### config.mk
export PLATFORM = sky130hd
export DESIGN_NAME = rli_top
export DESIGN_NICKNAME = d
export VERILOG_FILES = /design/src/rtl/rli_pkg.sv /design/src/rtl/rli_sync_edge.sv /design/src/rtl/rli_regs.sv /design/src/rtl/rli_counter.sv /design/src/rtl/rli_irq.sv /design/src/rtl/rli_top.sv
export SDC_FILE = /design/constraint.sdc
export NUM_CORES = 1
export LEC_CHECK = 0
export ABC_AREA = 1
export BUFFER_PORTS_ARGS = -buffer_cell sky130_fd_sc_hd__buf_2
export CORE_ASPECT_RATIO = 0.8
export CORE_MARGIN = 3
export CORE_UTILIZATION = 55
export CTS_BUF_LIST = sky130_fd_sc_hd__clkbuf_16
export DETAILED_ROUTE_END_ITERATION = 10
export MAX_ROUTING_LAYER = met4
export PLACE_DENSITY = 0.72
export SETUP_SLACK_MARGIN = 0.3
export SLEW_MARGIN = 25
export SYNTH_ARGS = -nofsm -noshare
export SYNTH_HDL_FRONTEND = slang
export SYNTH_SLANG_ARGS = --single-unit
### constraint.sdc
create_clock -name clk -period 2.1 [get_ports clk]
set_clock_uncertainty 0.15 [all_clocks]
set_input_delay 0.42 -clock clk [delete_from_list [all_inputs] [get_ports clk]]
set_output_delay 0.42 -clock clk [all_outputs]
set_load 0.05 [all_outputs]
### src/rtl/rli_pkg.sv
package rli_pkg;

    localparam int CNT_W        = 16;
    localparam int ADDR_W       = 2;
    localparam int DATA_W       = 16;
    localparam int SYNC_STAGES  = 2;
    localparam logic [CNT_W-1:0] RELOAD_DEFAULT = CNT_W'(26);

    localparam logic [ADDR_W-1:0] ADDR_RELOAD = ADDR_W'(0);
    localparam logic [ADDR_W-1:0] ADDR_MODE   = ADDR_W'(1);

    localparam int MODE_SRC_BIT = 0;
    localparam int MODE_CLR_BIT = 4;

    typedef enum logic {
        SRC_HSYNC = 1'b0,
        SRC_CLOCK = 1'b1
    } count_src_e;

    typedef struct packed {
        logic [CNT_W-1:0] reload;
        count_src_e       src;
        logic             clr;
    } ctrl_t;

    typedef struct packed {
        logic count;
        logic restart;
    } evt_t;

    function automatic logic is_last(input logic [CNT_W-1:0] value);
        return value <= CNT_W'(1);
    endfunction

endpackage

### src/rtl/rli_sync_edge.sv
module rli_sync_edge #(
    parameter int STAGES = 2
) (
    input  logic clk,
    input  logic rst,
    input  logic async_i,
    output logic edge_o
);
    localparam int LAST = STAGES;

    logic [LAST:0] pipe_q;

    always_ff @(posedge clk) begin
        if (rst) begin
            pipe_q <= '0;
        end else begin
            pipe_q <= {pipe_q[LAST-1:0], async_i};
        end
    end

    assign edge_o = pipe_q[LAST-1] ^ pipe_q[LAST];

endmodule

### src/rtl/rli_regs.sv
module rli_regs
    import rli_pkg::*;
(
    input  logic              clk,
    input  logic              rst,
    input  logic              wr_en_i,
    input  logic [ADDR_W-1:0] wr_addr_i,
    input  logic [DATA_W-1:0] wr_data_i,
    output ctrl_t             ctrl_o
);
    logic [CNT_W-1:0] reload_q;
    count_src_e       src_q;
    logic             hit_reload;
    logic             hit_mode;

    assign hit_reload = wr_en_i && (wr_addr_i == ADDR_RELOAD);
    assign hit_mode   = wr_en_i && (wr_addr_i == ADDR_MODE);

    always_ff @(posedge clk) begin
        if (rst) begin
            reload_q <= RELOAD_DEFAULT;
            src_q    <= SRC_HSYNC;
        end else begin
            if (hit_reload) begin
                reload_q <= wr_data_i[CNT_W-1:0];
            end
            if (hit_mode) begin
                src_q <= count_src_e'(wr_data_i[MODE_SRC_BIT]);
            end
        end
    end

    assign ctrl_o.reload = reload_q;
    assign ctrl_o.src    = src_q;
    assign ctrl_o.clr    = hit_mode && wr_data_i[MODE_CLR_BIT];

    a_r9_reload_store: assert property (@(posedge clk) disable iff (rst)
        hit_reload |=> (reload_q == $past(wr_data_i[CNT_W-1:0])));

    a_r11_other_addr: assert property (@(posedge clk) disable iff (rst)
        (wr_en_i && wr_addr_i != ADDR_RELOAD && wr_addr_i != ADDR_MODE)
        |=> ($stable(reload_q) && $stable(src_q)));

endmodule

### src/rtl/rli_counter.sv
module rli_counter
    import rli_pkg::*;
(
    input  logic             clk,
    input  logic             rst,
    input  evt_t             evt_i,
    input  logic [CNT_W-1:0] reload_i,
    output logic             hit_o,
    output logic             tc_o
);
    logic [CNT_W-1:0] cnt_q;
    logic             step;

    assign step  = evt_i.count && !evt_i.restart;
    assign hit_o = step && is_last(cnt_q);

    always_ff @(posedge clk) begin
        if (rst) begin
            cnt_q <= RELOAD_DEFAULT;
            tc_o  <= 1'b0;
        end else begin
            tc_o <= hit_o;
            if (evt_i.restart) begin
                cnt_q <= reload_i;
            end else if (step) begin
                if (is_last(cnt_q)) begin
                    cnt_q <= reload_i;
                end else begin
                    cnt_q <= cnt_q - CNT_W'(1);
                end
            end
        end
    end

    a_r5_restart_loads: assert property (@(posedge clk) disable iff (rst)
        evt_i.restart |=> (cnt_q == $past(reload_i)));

    a_r6_restart_wins: assert property (@(posedge clk) disable iff (rst)
        (evt_i.restart && evt_i.count) |=> !tc_o);

    a_r4_step_down: assert property (@(posedge clk) disable iff (rst)
        (evt_i.count && !evt_i.restart && cnt_q > CNT_W'(1))
        |=> ((cnt_q == $past(cnt_q) - CNT_W'(1)) && !tc_o));

    a_r4_auto_reload: assert property (@(posedge clk) disable iff (rst)
        tc_o |-> (cnt_q == $past(reload_i)));

endmodule

### src/rtl/rli_irq.sv
module rli_irq (
    input  logic clk,
    input  logic rst,
    input  logic set_i,
    input  logic clr_i,
    output logic irq_o
);
    always_ff @(posedge clk) begin
        if (rst) begin
            irq_o <= 1'b0;
        end else if (set_i) begin
            irq_o <= 1'b1;
        end else if (clr_i) begin
            irq_o <= 1'b0;
        end
    end

    a_r8_set_beats_clear: assert property (@(posedge clk) disable iff (rst)
        (set_i && clr_i) |=> irq_o);

    a_r7_clear_drops: assert property (@(posedge clk) disable iff (rst)
        (clr_i && !set_i) |=> !irq_o);

endmodule

### src/rtl/rli_top.sv
module rli_top
    import rli_pkg::*;
(
    input  logic        clk,
    input  logic        rst,
    input  logic        hsync_i,
    input  logic        trig_i,
    input  logic        wr_en_i,
    input  logic [1:0]  wr_addr_i,
    input  logic [15:0] wr_data_i,
    output logic        irq_o,
    output logic        tc_o
);
    localparam int N_IN = 2;

    logic [N_IN-1:0] async_in;
    logic [N_IN-1:0] in_edge;
    ctrl_t           ctrl;
    evt_t            evt;
    logic            hit;

    assign async_in = {trig_i, hsync_i};

    for (genvar g = 0; g < N_IN; g++) begin : g_sync
        rli_sync_edge #(.STAGES(SYNC_STAGES)) u_sync (
            .clk     (clk),
            .rst     (rst),
            .async_i (async_in[g]),
            .edge_o  (in_edge[g])
        );
    end

    rli_regs u_regs (
        .clk       (clk),
        .rst       (rst),
        .wr_en_i   (wr_en_i),
        .wr_addr_i (wr_addr_i),
        .wr_data_i (wr_data_i),
        .ctrl_o    (ctrl)
    );

    assign evt.restart = in_edge[1];
    assign evt.count   = (ctrl.src == SRC_CLOCK) ? 1'b1 : in_edge[0];

    rli_counter u_cnt (
        .clk      (clk),
        .rst      (rst),
        .evt_i    (evt),
        .reload_i (ctrl.reload),
        .hit_o    (hit),
        .tc_o     (tc_o)
    );

    rli_irq u_irq (
        .clk   (clk),
        .rst   (rst),
        .set_i (hit),
        .clr_i (ctrl.clr),
        .irq_o (irq_o)
    );

    a_r3_pulse_sets_irq: assert property (@(posedge clk) disable iff (rst)
        tc_o |-> irq_o);

    a_r3_irq_rise_has_pulse: assert property (@(posedge clk) disable iff (rst)
        $rose(irq_o) |-> tc_o);

endmodule

==> results list <==
- Status: complete, no violations
- 25 I/O pins were placed.
- Avg Inst Size Synth: 7.34 um^2
- Final clock period utilization by the worst path: 80.5%
* Standard cell core area: 3590 um^2
- The H-tree was split into 2 levels.
- Clock period minus final worst setup slack: 1.69 ns
- Number of detailed-routing iterations run before antenna repair: 5
- Of the cells placed in the final design, the portion with a size suffix greater than 1 is 27.5%.
- For this run, the post-layout net count is 348.
- The clock drives 41 sinks.
- Dividing total power by cell area gives a power density of 838 nW/um^2.
* RSZ-0062 raised after global routing: no
- Required time at the endpoint of the critical path: 2.17 ns
- Endpoint type of the worst setup path: flop
- Crit Path Class: reg -> reg
- In this run the remaining antenna-violating nets after routing total 0.
- Global routing used 22.7% of the available tracks across all layers.
- Ant. Diodes: 0
* Height of the die: 61.9 um
- Routed WL: 4890 um
- For this run, the register share of the synthesized area comes to 38.3%.
- TritonCTS built the clock tree.
- Leading register cell type out of synthesis: sky130_fd_sc_hd__dfxtp_1
- TritonCTS Buffers: 5
* Number of cell rows: 19
* Maximum fanout along the worst path: 6
* Cell leakage power: 1.13 nW
- Worst setup SP type: flop
- In this run the worst hold path is classified as in -> reg.
- At the later pin of the worst-skew pair, clock insertion delay measures 0.28 ns.
- DRC violations left: 0
- Post-CTS clock slew at the launch and capture registers of the worst setup and hold paths: 0.06 ns
* Number of global-route vias before repair: 1560
* Final design utilization: 71.0%
- After clock tree synthesis, the flow added hold-fix buffers numbering 0.
- Max-cap check violation count: 0
- Detailed placement finished with a half-perimeter wire length of 3230 um.
- Clock tree synthesis selected as its root buffer the cell sky130_fd_sc_hd__clkbuf_16.
- Summed over all failing endpoints, the final setup total negative slack is 0 ns.
- Endpoint arrival time on the critical path: 1.76 ns
- Pin count of the biggest net entering global routing: 25
* Total number of vias: 1925
* Area enclosed by the die boundary: 4690 um^2
* Die boundary width: 75.8 um
- Post-synthesis cell count: 292
* Commonest cells after routing, fill and taps aside: sky130_fd_sc_hd__nand2_1, sky130_fd_sc_hd__dfxtp_1, sky130_fd_sc_hd__inv_1, sky130_fd_sc_hd__nor2_1, sky130_fd_sc_hd__buf_2
- The number of antenna violations at the first check in global routing is 0.
* Global-route wire length before repair: 7590 um
- After synthesis, the netlist uses 35 different library cells.
- Maximum clock insertion buffer count: 2
- Achievable clock frequency: 591 MHz
* Post-Synthesis Cell Area: 2140 um^2
* Layout area overhead: 18.9%
- Final-report max-slew violation count: 0
- Final weighted congestion in routability-driven placement: 0.858
* Number of enable flip-flop cells after synthesis: 0
* IR drop worst, VDD: 0.598 mV
- Port Buf Inserts: 24
* Post-Synthesis Net Count: 317
* Max_slew headroom: 59.6%
* Worst Tran Pin Value: 0.606 ns
- For this run, asynchronously set or reset flops after synthesis account for 0%.
- 1st-iter DRT viols: 148
- The hold violation count in the final report is 0.
- Most common cell after layout, fill and taps aside: sky130_fd_sc_hd__nand2_1
* Mean number of vias per cell: 5.12
* GRT overflow: 0
- Synthesized flop and latch total: 41
- In the final routed layout, each cell accounts on average for 13.0 um.
- For this configuration, the core starts out at a cell density of 59.7%.
- Setup-failing EPs final: 0
- During synthesis, Yosys emitted a total of 0 warnings.
state kept, by name, summed over array words and instances (netlist names):
signal                cells
u_cnt.tc_o                1
u_cnt.cnt_q              16
u_regs.src_q              1
u_irq.irq_o               1
u_regs.reload_q          16
g_sync.u_sync.pipe_q      6
where the power goes:
| part | internal (mW) | leakage, nW | switching (mW) | total [mW] |
|---|---|---|---|---|
| logic | 0.156 | 0.714 | 0.259 | 0.416 |
| registers | 0.833 | 0.336 | 0.0483 | 0.881 |
| clock network | 0.552 | 0.0826 | 0.289 | 0.841 |
logic make-up after synthesis:
group           synth area share, %
buf+inv                        10.4
flops                          38.3
compound gates                 19.4
xor+xnor                       1.98
fa+ha+maj                      1.17
simple gates                   28.8
cell usage after synthesis (2+ instances only):
library cell | instances | area (um^2)
sky130_fd_sc_hd__nand4_1 | 4 | 25.0
sky130_fd_sc_hd__buf_2 | 3 | 15.0
sky130_fd_sc_hd__o21ai_0 | 23 | 115
sky130_fd_sc_hd__xor2_1 | 3 | 26.3
sky130_fd_sc_hd__nor2_2 | 6 | 37.5
sky130_fd_sc_hd__inv_1 | 38 | 143
sky130_fd_sc_hd__dfxtp_1 | 41 | 821
sky130_fd_sc_hd__o211ai_1 | 3 | 22.5
sky130_fd_sc_hd__nor2_1 | 26 | 97.6
sky130_fd_sc_hd__a21oi_1 | 20 | 100
sky130_fd_sc_hd__inv_2 | 3 | 11.3
sky130_fd_sc_hd__o21ai_2 | 5 | 43.8
sky130_fd_sc_hd__nand2_2 | 5 | 31.3
sky130_fd_sc_hd__a21oi_2 | 10 | 87.6
sky130_fd_sc_hd__nor2_4 | 3 | 33.8
sky130_fd_sc_hd__nand3b_1 | 4 | 30.0
sky130_fd_sc_hd__ha_1 | 2 | 25.0
sky130_fd_sc_hd__nand2_1 | 57 | 214
sky130_fd_sc_hd__o211ai_2 | 2 | 25.0
sky130_fd_sc_hd__clkbuf_1 | 3 | 11.3
sky130_fd_sc_hd__nand3_1 | 17 | 85.1
critical path: stages, from the launching register on:
cell	delay (ns)
sky130_fd_sc_hd__dfxtp_2	0.36
sky130_fd_sc_hd__inv_2	0.07
sky130_fd_sc_hd__ha_4	0.19
sky130_fd_sc_hd__inv_2	0.04
sky130_fd_sc_hd__nand2_1	0.05
sky130_fd_sc_hd__nand2_2	0.07
sky130_fd_sc_hd__nor2_4	0.04
sky130_fd_sc_hd__nand2_4	0.15
sky130_fd_sc_hd__nand2_8	0.10
sky130_fd_sc_hd__a21oi_2	0.20
sky130_fd_sc_hd__nand2_1	0.09
sky130_fd_sc_hd__a21oi_2	0.11
layout make-up:
class                   instances  area, um^2
clock buffers                   5         125
clock inverters                 3        37.5
fillers                       314        1040
inverters                      42         165
multi-input cells             201        1150
flip-flops and latches         41         823
well taps                      52        65.1
repair buffers                 32         180
per-layer routing:
layer / routed length [um] / vias to the layer above / GRT usage [%] / part of all wire (%)
li1: - / 1001 / - / -
met1: 2410 / 863 / 32.6 / 49
met2: 2150 / 54 / 32.1 / 44
met3: 269 / 7 / 4.82 / 5.5
met4: 58 / 0 / 5.99 / 1.2
met5: 0 / - / - / 0
timing repair:
| item | in CTS | in global routing |
|---|---|---|
| cloned | 1 | 1 |
| setup endpoints to repair | 12 | 16 |
| pin swaps | 1 | 2 |
| gates resized for setup | 2 | 10 |
| buffers inserted | 0 | 4 |
worst paths after layout:
check | cells after the start | to | startpoint | slack (ns)
min | 3 | g_sync[1].u_sync.pipe_q[0] | trig_i | 0.21
min reg2reg | 2 | g_sync[0].u_sync.pipe_q[1] | g_sync[0].u_sync.pipe_q[0] | 0.26
max reg2reg | 11 | u_cnt.cnt_q[14] | u_cnt.cnt_q[0] | 0.41
max | 11 | u_cnt.cnt_q[14] | u_cnt.cnt_q[0] | 0.41
per-stage QoR:
| stage | setup slack, ns | hold slack (ns) | area [um^2] | std cells | power (mW) |
|---|---|---|---|---|---|
| after CTS | 0.295 | 0.206 | 2470 | 371 | 2.11 |
| final | 0.409 | 0.206 | 2550 | 376 | 2.14 |
| after detailed placement | 0.217 | 0.258 | 2300 | 362 | 1.27 |
| after global placement | 0.279 | 0.241 | 2300 | 362 | 1.26 |
| after floorplan | 0.440 | 0.238 | 2140 | 292 | 1.18 |
| after global routing | 0.305 | 0.228 | 2550 | 376 | 2.23 |
(Power assumes the default switching activity.)
